## config.mk

```make
export PLATFORM = sky130hd
export DESIGN_NAME = prio_mem_ctrl
export DESIGN_NICKNAME = d
export VERILOG_FILES = /design/src/rtl/pmc_pkg.sv /design/src/rtl/pmc_decode.sv /design/src/rtl/pmc_arb.sv /design/src/rtl/pmc_seq.sv /design/src/rtl/prio_mem_ctrl.sv
export SDC_FILE = /design/constraint.sdc
export NUM_CORES = 1
export LEC_CHECK = 0
export ABC_AREA = 1
export BUFFER_PORTS_ARGS = -buffer_cell sky130_fd_sc_hd__buf_4
export CAP_MARGIN = 25
export CORE_MARGIN = 4
export CORE_UTILIZATION = 51
export CTS_CLUSTER_DIAMETER = 80
export DETAILED_ROUTE_END_ITERATION = 7
export PLACE_DENSITY = 0.91
export SLEW_MARGIN = 20
export SYNTH_ARGS = -nofsm -noshare
export SYNTH_HDL_FRONTEND = slang
export SYNTH_SLANG_ARGS = --single-unit
```

## constraint.sdc

```tcl
create_clock -name clk -period 2.5 [get_ports clk]
set_clock_uncertainty 0.05 [all_clocks]
set_input_delay 0.125 -clock clk [delete_from_list [all_inputs] [get_ports clk]]
set_output_delay 0.125 -clock clk [all_outputs]
set_load 0.005 [all_outputs]
```

## src/rtl/pmc_pkg.sv

```systemverilog
package pmc_pkg;
  typedef enum logic [2:0] {
    TG_NONE, TG_DRAM, TG_SIO, TG_CFG, TG_FIO, TG_FSRAM, TG_SSRAM
  } tgt_e;
endpackage

```

## src/rtl/pmc_decode.sv

```systemverilog
module pmc_decode
  import pmc_pkg::*;
#(
  parameter int AW       = 21,
  parameter int DW       = 20,
  parameter int IOW      = 10,
  parameter int PGW      = 2,
  parameter int DRAM_CYC = 5,
  parameter int SLOW_CYC = 25,
  parameter int FAST_CYC = 2,
  parameter int CW       = 5
) (
  input  logic [AW-1:0]  addr,
  input  logic [PGW-1:0] page,
  output tgt_e           tgt,
  output logic [CW-1:0]  len,
  output logic [DW-1:0]  phys
);
  localparam int RB = AW - 4;   // lowest region-select bit

  logic io_ok;
  assign io_ok = (addr[RB-1:IOW] == '0);

  always_comb begin
    tgt  = TG_NONE;
    len  = CW'(1);
    phys = '0;
    if (!addr[AW-1]) begin
      tgt  = TG_DRAM;
      len  = CW'(DRAM_CYC);
      phys = addr[DW-1:0];
    end else begin
      unique casez (addr[AW-2:RB])
        3'b001: if (io_ok) begin
          tgt = TG_SIO; len = CW'(SLOW_CYC);
          phys = {{(DW-IOW){1'b0}}, addr[IOW-1:0]};
        end
        3'b010: tgt = TG_CFG;
        3'b011: if (io_ok) begin
          tgt = TG_FIO; len = CW'(FAST_CYC);
          phys = {{(DW-IOW){1'b0}}, addr[IOW-1:0]};
        end
        3'b10?: begin
          tgt = TG_FSRAM; len = CW'(FAST_CYC);
          phys = {page, addr[DW-PGW-1:0]};
        end
        3'b11?: begin
          tgt = TG_SSRAM; len = CW'(SLOW_CYC);
          phys = {page, addr[DW-PGW-1:0]};
        end
        default: tgt = TG_NONE;
      endcase
    end
  end
endmodule

```

## src/rtl/pmc_arb.sv

```systemverilog
module pmc_arb (
  input  logic idle,
  input  logic vid_en,
  input  logic vid_valid,
  input  logic cpu_valid,
  output logic vid_ready,
  output logic cpu_ready,
  output logic accept,
  output logic pick_vid
);
  assign vid_ready = idle && vid_en;
  assign cpu_ready = idle && !(vid_en && vid_valid);
  assign pick_vid  = vid_ready && vid_valid;
  assign accept    = pick_vid || (cpu_ready && cpu_valid);
endmodule

```

## src/rtl/pmc_seq.sv

```systemverilog
module pmc_seq
  import pmc_pkg::*;
#(
  parameter int DW       = 20,
  parameter int BYTEW    = 8,
  parameter int DRAM_CYC = 5,
  parameter int CW       = 5
) (
  input  logic          clk,
  input  logic          rst_n,
  input  logic          accept,
  input  logic          acc_vid,
  input  logic          acc_we,
  input  logic [DW-1:0] acc_wdata,
  input  tgt_e          acc_tgt,
  input  logic [CW-1:0] acc_len,
  input  logic [DW-1:0] acc_phys,
  input  logic [DW-1:0] mem_rdata,
  output logic          busy,
  output logic [DW-1:0] cfg_q,
  output logic          cpu_done,
  output logic          vid_done,
  output logic [DW-1:0] rdata,
  output logic          mem_cs_dram,
  output logic          mem_cs_sram,
  output logic          mem_cs_io,
  output logic          mem_row,
  output logic          mem_we,
  output logic [DW-1:0] mem_addr,
  output logic [DW-1:0] mem_wdata
);
  localparam int HALF    = DW / 2;
  localparam int ROW_CYC = (DRAM_CYC + 1) / 2;

  logic [CW-1:0] el_q, len_q;
  logic [DW-1:0] phys_q, wdata_q, rsel;
  logic          we_q, vid_q, last, dev;
  tgt_e          tgt_q;

  assign last = busy && ((el_q + CW'(1)) == len_q);

  assign mem_cs_dram = busy && (tgt_q == TG_DRAM);
  assign mem_cs_sram = busy && (tgt_q == TG_FSRAM || tgt_q == TG_SSRAM);
  assign mem_cs_io   = busy && (tgt_q == TG_SIO || tgt_q == TG_FIO);
  assign dev         = mem_cs_dram || mem_cs_sram || mem_cs_io;
  assign mem_row     = mem_cs_dram && (el_q < CW'(ROW_CYC));
  assign mem_we      = dev && we_q;

  always_comb begin
    mem_addr = '0;
    if (mem_cs_dram)
      mem_addr = mem_row ? {{(DW-HALF){1'b0}}, phys_q[DW-1:HALF]}
                         : {{(DW-HALF){1'b0}}, phys_q[HALF-1:0]};
    else if (dev)
      mem_addr = phys_q;
  end

  always_comb begin
    mem_wdata = '0;
    if (mem_we)
      mem_wdata = mem_cs_sram ? {{(DW-BYTEW){1'b0}}, wdata_q[BYTEW-1:0]} : wdata_q;
  end

  always_comb begin
    unique case (tgt_q)
      TG_NONE:            rsel = '0;
      TG_CFG:             rsel = cfg_q;
      TG_FSRAM, TG_SSRAM: rsel = {{(DW-BYTEW){1'b0}}, mem_rdata[BYTEW-1:0]};
      default:            rsel = mem_rdata;
    endcase
  end

  always_ff @(posedge clk or negedge rst_n) begin
    if (!rst_n) begin
      busy     <= 1'b0;
      el_q     <= '0;
      len_q    <= '0;
      tgt_q    <= TG_NONE;
      phys_q   <= '0;
      wdata_q  <= '0;
      we_q     <= 1'b0;
      vid_q    <= 1'b0;
      cfg_q    <= '0;
      cpu_done <= 1'b0;
      vid_done <= 1'b0;
      rdata    <= '0;
    end else begin
      cpu_done <= 1'b0;
      vid_done <= 1'b0;
      if (accept) begin
        busy    <= 1'b1;
        el_q    <= '0;
        len_q   <= acc_len;
        tgt_q   <= acc_tgt;
        phys_q  <= acc_phys;
        wdata_q <= acc_wdata;
        we_q    <= acc_we;
        vid_q   <= acc_vid;
      end else if (busy) begin
        if (last) begin
          busy     <= 1'b0;
          rdata    <= rsel;
          cpu_done <= !vid_q;
          vid_done <= vid_q;
          if (tgt_q == TG_CFG && we_q) cfg_q <= wdata_q;
        end else begin
          el_q <= el_q + CW'(1);
        end
      end
    end
  end
endmodule

```

## src/rtl/prio_mem_ctrl.sv

```systemverilog
module prio_mem_ctrl
  import pmc_pkg::*;
#(
  parameter int AW       = 21,
  parameter int DW       = 20,
  parameter int IOW      = 10,
  parameter int BYTEW    = 8,
  parameter int DRAM_CYC = 5,
  parameter int SLOW_CYC = 25,
  parameter int FAST_CYC = 2
) (
  input  logic          clk,
  input  logic          rst_n,
  input  logic          vid_req_valid,
  output logic          vid_req_ready,
  input  logic [AW-1:0] vid_req_addr,
  output logic          vid_done,
  output logic [DW-1:0] vid_rdata,
  input  logic          cpu_req_valid,
  output logic          cpu_req_ready,
  input  logic [AW-1:0] cpu_req_addr,
  input  logic          cpu_req_we,
  input  logic [DW-1:0] cpu_req_wdata,
  output logic          cpu_done,
  output logic [DW-1:0] cpu_rdata,
  output logic          mem_cs_dram,
  output logic          mem_cs_sram,
  output logic          mem_cs_io,
  output logic          mem_row,
  output logic          mem_we,
  output logic [DW-1:0] mem_addr,
  output logic [DW-1:0] mem_wdata,
  input  logic [DW-1:0] mem_rdata
);
  localparam int PGW  = 2;
  localparam int MAXC = (SLOW_CYC > DRAM_CYC) ? ((SLOW_CYC > FAST_CYC) ? SLOW_CYC : FAST_CYC)
                                              : ((DRAM_CYC > FAST_CYC) ? DRAM_CYC : FAST_CYC);
  localparam int CW   = $clog2(MAXC + 1);

  logic          busy, accept, pick_vid;
  logic [DW-1:0] cfg_q, rdata;
  logic [AW-1:0] sel_addr;
  tgt_e          dec_tgt;
  logic [CW-1:0] dec_len;
  logic [DW-1:0] dec_phys;

  pmc_arb i_arb (
    .idle      (!busy),
    .vid_en    (cfg_q[0]),
    .vid_valid (vid_req_valid),
    .cpu_valid (cpu_req_valid),
    .vid_ready (vid_req_ready),
    .cpu_ready (cpu_req_ready),
    .accept    (accept),
    .pick_vid  (pick_vid)
  );

  assign sel_addr = pick_vid ? vid_req_addr : cpu_req_addr;

  pmc_decode #(
    .AW(AW), .DW(DW), .IOW(IOW), .PGW(PGW),
    .DRAM_CYC(DRAM_CYC), .SLOW_CYC(SLOW_CYC), .FAST_CYC(FAST_CYC), .CW(CW)
  ) i_dec (
    .addr (sel_addr),
    .page (cfg_q[DW-1:DW-PGW]),
    .tgt  (dec_tgt),
    .len  (dec_len),
    .phys (dec_phys)
  );

  pmc_seq #(.DW(DW), .BYTEW(BYTEW), .DRAM_CYC(DRAM_CYC), .CW(CW)) i_seq (
    .clk         (clk),
    .rst_n       (rst_n),
    .accept      (accept),
    .acc_vid     (pick_vid),
    .acc_we      (pick_vid ? 1'b0 : cpu_req_we),
    .acc_wdata   (cpu_req_wdata),
    .acc_tgt     (dec_tgt),
    .acc_len     (dec_len),
    .acc_phys    (dec_phys),
    .mem_rdata   (mem_rdata),
    .busy        (busy),
    .cfg_q       (cfg_q),
    .cpu_done    (cpu_done),
    .vid_done    (vid_done),
    .rdata       (rdata),
    .mem_cs_dram (mem_cs_dram),
    .mem_cs_sram (mem_cs_sram),
    .mem_cs_io   (mem_cs_io),
    .mem_row     (mem_row),
    .mem_we      (mem_we),
    .mem_addr    (mem_addr),
    .mem_wdata   (mem_wdata)
  );

  assign cpu_rdata = rdata;
  assign vid_rdata = rdata;
endmodule

```

==> metrics.yaml <==
run_status:
  status: "complete, no violations"
place:
  place_ws_ns: 0.253
  dpl.hpwl_um: 10500
  gp_congestion: 0.836
  io_buffer_count: 175
  placed_cell_area_um2: 6370
pwr:
  power_density_nw_per_um2: 1160
  leakage_nw: 3.58
  ir_drop_uv: 476
layout:
  nets: 939
  drive_gt1_share_pct: 25.9
  n_fill_cell: 737
  finish.instance_area_um2: 6890
  syn2layout_area_growth_pct: 35.5
floorplanning:
  die_area_um2: 11600
  core_um2: 9730
  start_util_pct: 52.3
  io_pins: 176
  rows: 36
  die_h_um: 108
  dieWidth_um: 108
critical_path:
  slowest_delay_ns: 0.42
  critical_path.cell_chain: "nor2_1 > nand2_2 > nand3_1 > nor2_4 > clkinvlp_2 > nor3_1 > buf_4"
  slowest_stage: "dfrtp_1"
  cp-start-kind: "flip-flop"
  required_ns: 2.33
  cp-end-kind: "output port"
  arrival_ns: 2.22
  crit_fanout: 10
  critical_path_class: "reg -> out"
yosys:
  ys_seq_area_share_pct: 47.7
  yosys-top-cells-count: "nand2_1, dfrtp_1, inv_1"
  synth_nets: 765
  synth_largest_area_cell: "dfrtp_1"
  synth_area_leaders: "dfrtp_1, nand2_1, o21ai_0"
  synthFlopType: "dfrtp_1"
  netlist_area_um2: 5080
  synthArstFlopShare_pct: 100
  synth_seq_cells: 97
  synth_area_per_cell_um2: 7.51
  ys_warn_count: 0
  netlist_instances: 677
  ys_types: 33
  synth_top_cell_area_share_pct: 47.7
  yosysMostFrequentCell: "nand2_1"
  synth-edff-count: 0
hold_path:
  hold_path_class: "in -> reg"
sta:
  drv_slew: 0
  rsz0062_at_grt: "true"
  min_period_ns: 2.39
  setup_slack_ns: 0.106
  fmax_ghz: 0.418
  hold_violations: 0
  worst_pin_slew_ns: 0.618
  hold_slack_ns: 0.00724
  relSlewSlack_pct: 58.8
  post-route-period-util_pct: 95.8
  setup_viol: 0
clock_tree:
  clkLatencyLatePin_ns: 0.37
  clockBufferDepth: 2
  htree_levels: 3
  cts_tree: "built"
  cts.clk_slew.worst_paths_ns: 0.10
  cts_sinks: 97
  cts_buffers: 9
  postCtsSetupBuffers: 0
  root_buffer: "clkbuf_8"
grt:
  met2_usage_pct: 40.2
  grt_max_degree: 74
  antenna_found_initial: 0
  grt_use_total_pct: 25.4
  grt_pass1_vias: 4836
  grt_pass1_wl_um: 23400
  use_met1_pct: 35.3
  grt-busiest-layer: "met2"
  grtUsageMet3_pct: 3.66
  grt-ovfl-total: 0
drt:
  drt_pre_antenna_iters: 5
  first_iter_violations: 423
  routed_wl_um: 14800
  detail_route.wl_per_cell_um: 15.0
  vias: 5149
  vias_per_cell: 5.20
  ant_nets: 0
  drc: 0
job:
  cap_viol_max_count: 0
## layer usage
| layer | up-vias | routed length, um |
|---|---|---|
| met5 | - | 0 |
| met4 | 0 | 491 |
| met3 | 39 | 952 |
| met2 | 230 | 7100 |
| met1 | 2374 | 6300 |
| li1 | 2506 | - |
## power by group
| group | switching [mW] | internal [mW] | total, mW |
|---|---|---|---|
| combinational | 2.33 | 1.78 | 4.11 |
| sequential | 0.492 | 2.26 | 2.75 |
| clock | 0.602 | 0.516 | 1.12 |
| total | 3.43 | 4.55 | 7.98 |
## final cells by class
class	count	area [um2]	area share, %
diodes	1	2.50	0.0363
clock buffers	10	138	2.00
clock inverters	6	85.1	1.24
inverters	71	270	3.92
multi-input cells	456	2100	30.5
flip-flops and latches	97	2430	35.2
well taps	133	166	2.42
repair buffers	214	1680	24.5
repair inverters	2	12.5	0.182
## critical path, delay by kind of cell, from the launching register on
family / cells / cell delay [ns]
buffers and inverters: 2 / 0.45
flip-flops: 1 / 0.42
AND/OR/NAND/NOR: 5 / 0.99
## flip-flops by register name (all words and copies together), names as in the netlist
| signal | flops |
|---|---|
| i_seq.phys_q | 20 |
| i_seq.cfg_q | 20 |
| i_seq.wdata_q | 20 |
| i_seq.rdata | 20 |
| i_seq.cpu_done | 1 |
| i_seq.tgt_q | 3 |
| i_seq.vid_done | 1 |
| i_seq.vid_q | 1 |
| i_seq.len_q | 4 |
| i_seq.el_q | 5 |
| i_seq.busy | 1 |
| i_seq.we_q | 1 |
## placed cells by master (no fill, tap or decap), drive strengths merged
cell type	Yosys	layout
a21oi	7	7
a22oi	12	12
a31oi	1	1
a32oi	1	1
buf	36	188
bufinv	0	1
clkbuf	17	10
clkinv	2	3
clkinvlp	0	4
dfrtp	97	97
diode	0	1
dlygate4sd3	0	26
ha	1	1
inv	69	71
nand2	198	198
nand3	50	50
nand3b	2	2
nand4	4	4
nor2	66	66
nor3	14	14
nor4	1	1
o211ai	2	2
o21ai	87	87
o22ai	6	6
or2	1	1
xnor2	1	1
xor2	2	2
## path summary, 6_finish.rpt
check / startpoint / end / slack (ns) / depth (start not counted)
setup / recovery: i_seq.tgt_q[1]$_DFFE_PN0N_ / mem_wdata[9] / 0.11 / 7
hold / removal: mem_rdata[8] / i_seq.rdata[8]$_DFFE_PN0P_ / 0.007 / 3
setup reg to reg: i_seq.el_q[0]$_DFFE_PN0P_ / i_seq.rdata[16]$_DFFE_PN0P_ / 0.22 / 7
hold reg to reg: i_seq.vid_q$_DFFE_PN0N_ / i_seq.cpu_done$_DFF_PN0_ / 0.38 / 1
max in group asynchronous: rst_n / i_seq.phys_q[19]$_DFFE_PN0N_ / 1.44 / 3
min in group asynchronous: rst_n / i_seq.rdata[18]$_DFFE_PN0P_ / 0.26 / 2
## logic make-up after synthesis
logic type	synth area share, %
buf+inv	11.5
simple gates	27.6
flops	47.7
compound gates	12.4
xor+xnor	0.517
fa+ha+maj	0.246
## repair_timing
action | in CTS | in global routing
endpoints found under the hold margin | 72 | 0
hold buffers | 26 | 0
gates resized for setup | 0 | 6
endpoints found under the setup margin | 0 | 25
## through the flow
| stage | setup TNS [ns] | utilization, % | total power [mW] | instances |
|---|---|---|---|---|
| 2_1_floorplan | 0 | - | 5.03 | 677 |
| 3_3_place_gp | 0 | 65.5 | 6.56 | 945 |
| 3_5_place_dp | 0 | 65.5 | 6.72 | 945 |
| 4_1_cts | 0 | 70.5 | 7.89 | 987 |
| 5_1_grt | -0.185 | 70.8 | 8.62 | 989 |
| 6_report | 0 | 70.8 | 7.98 | 990 |
No activity file was read; power rests on OpenSTA's default activity.
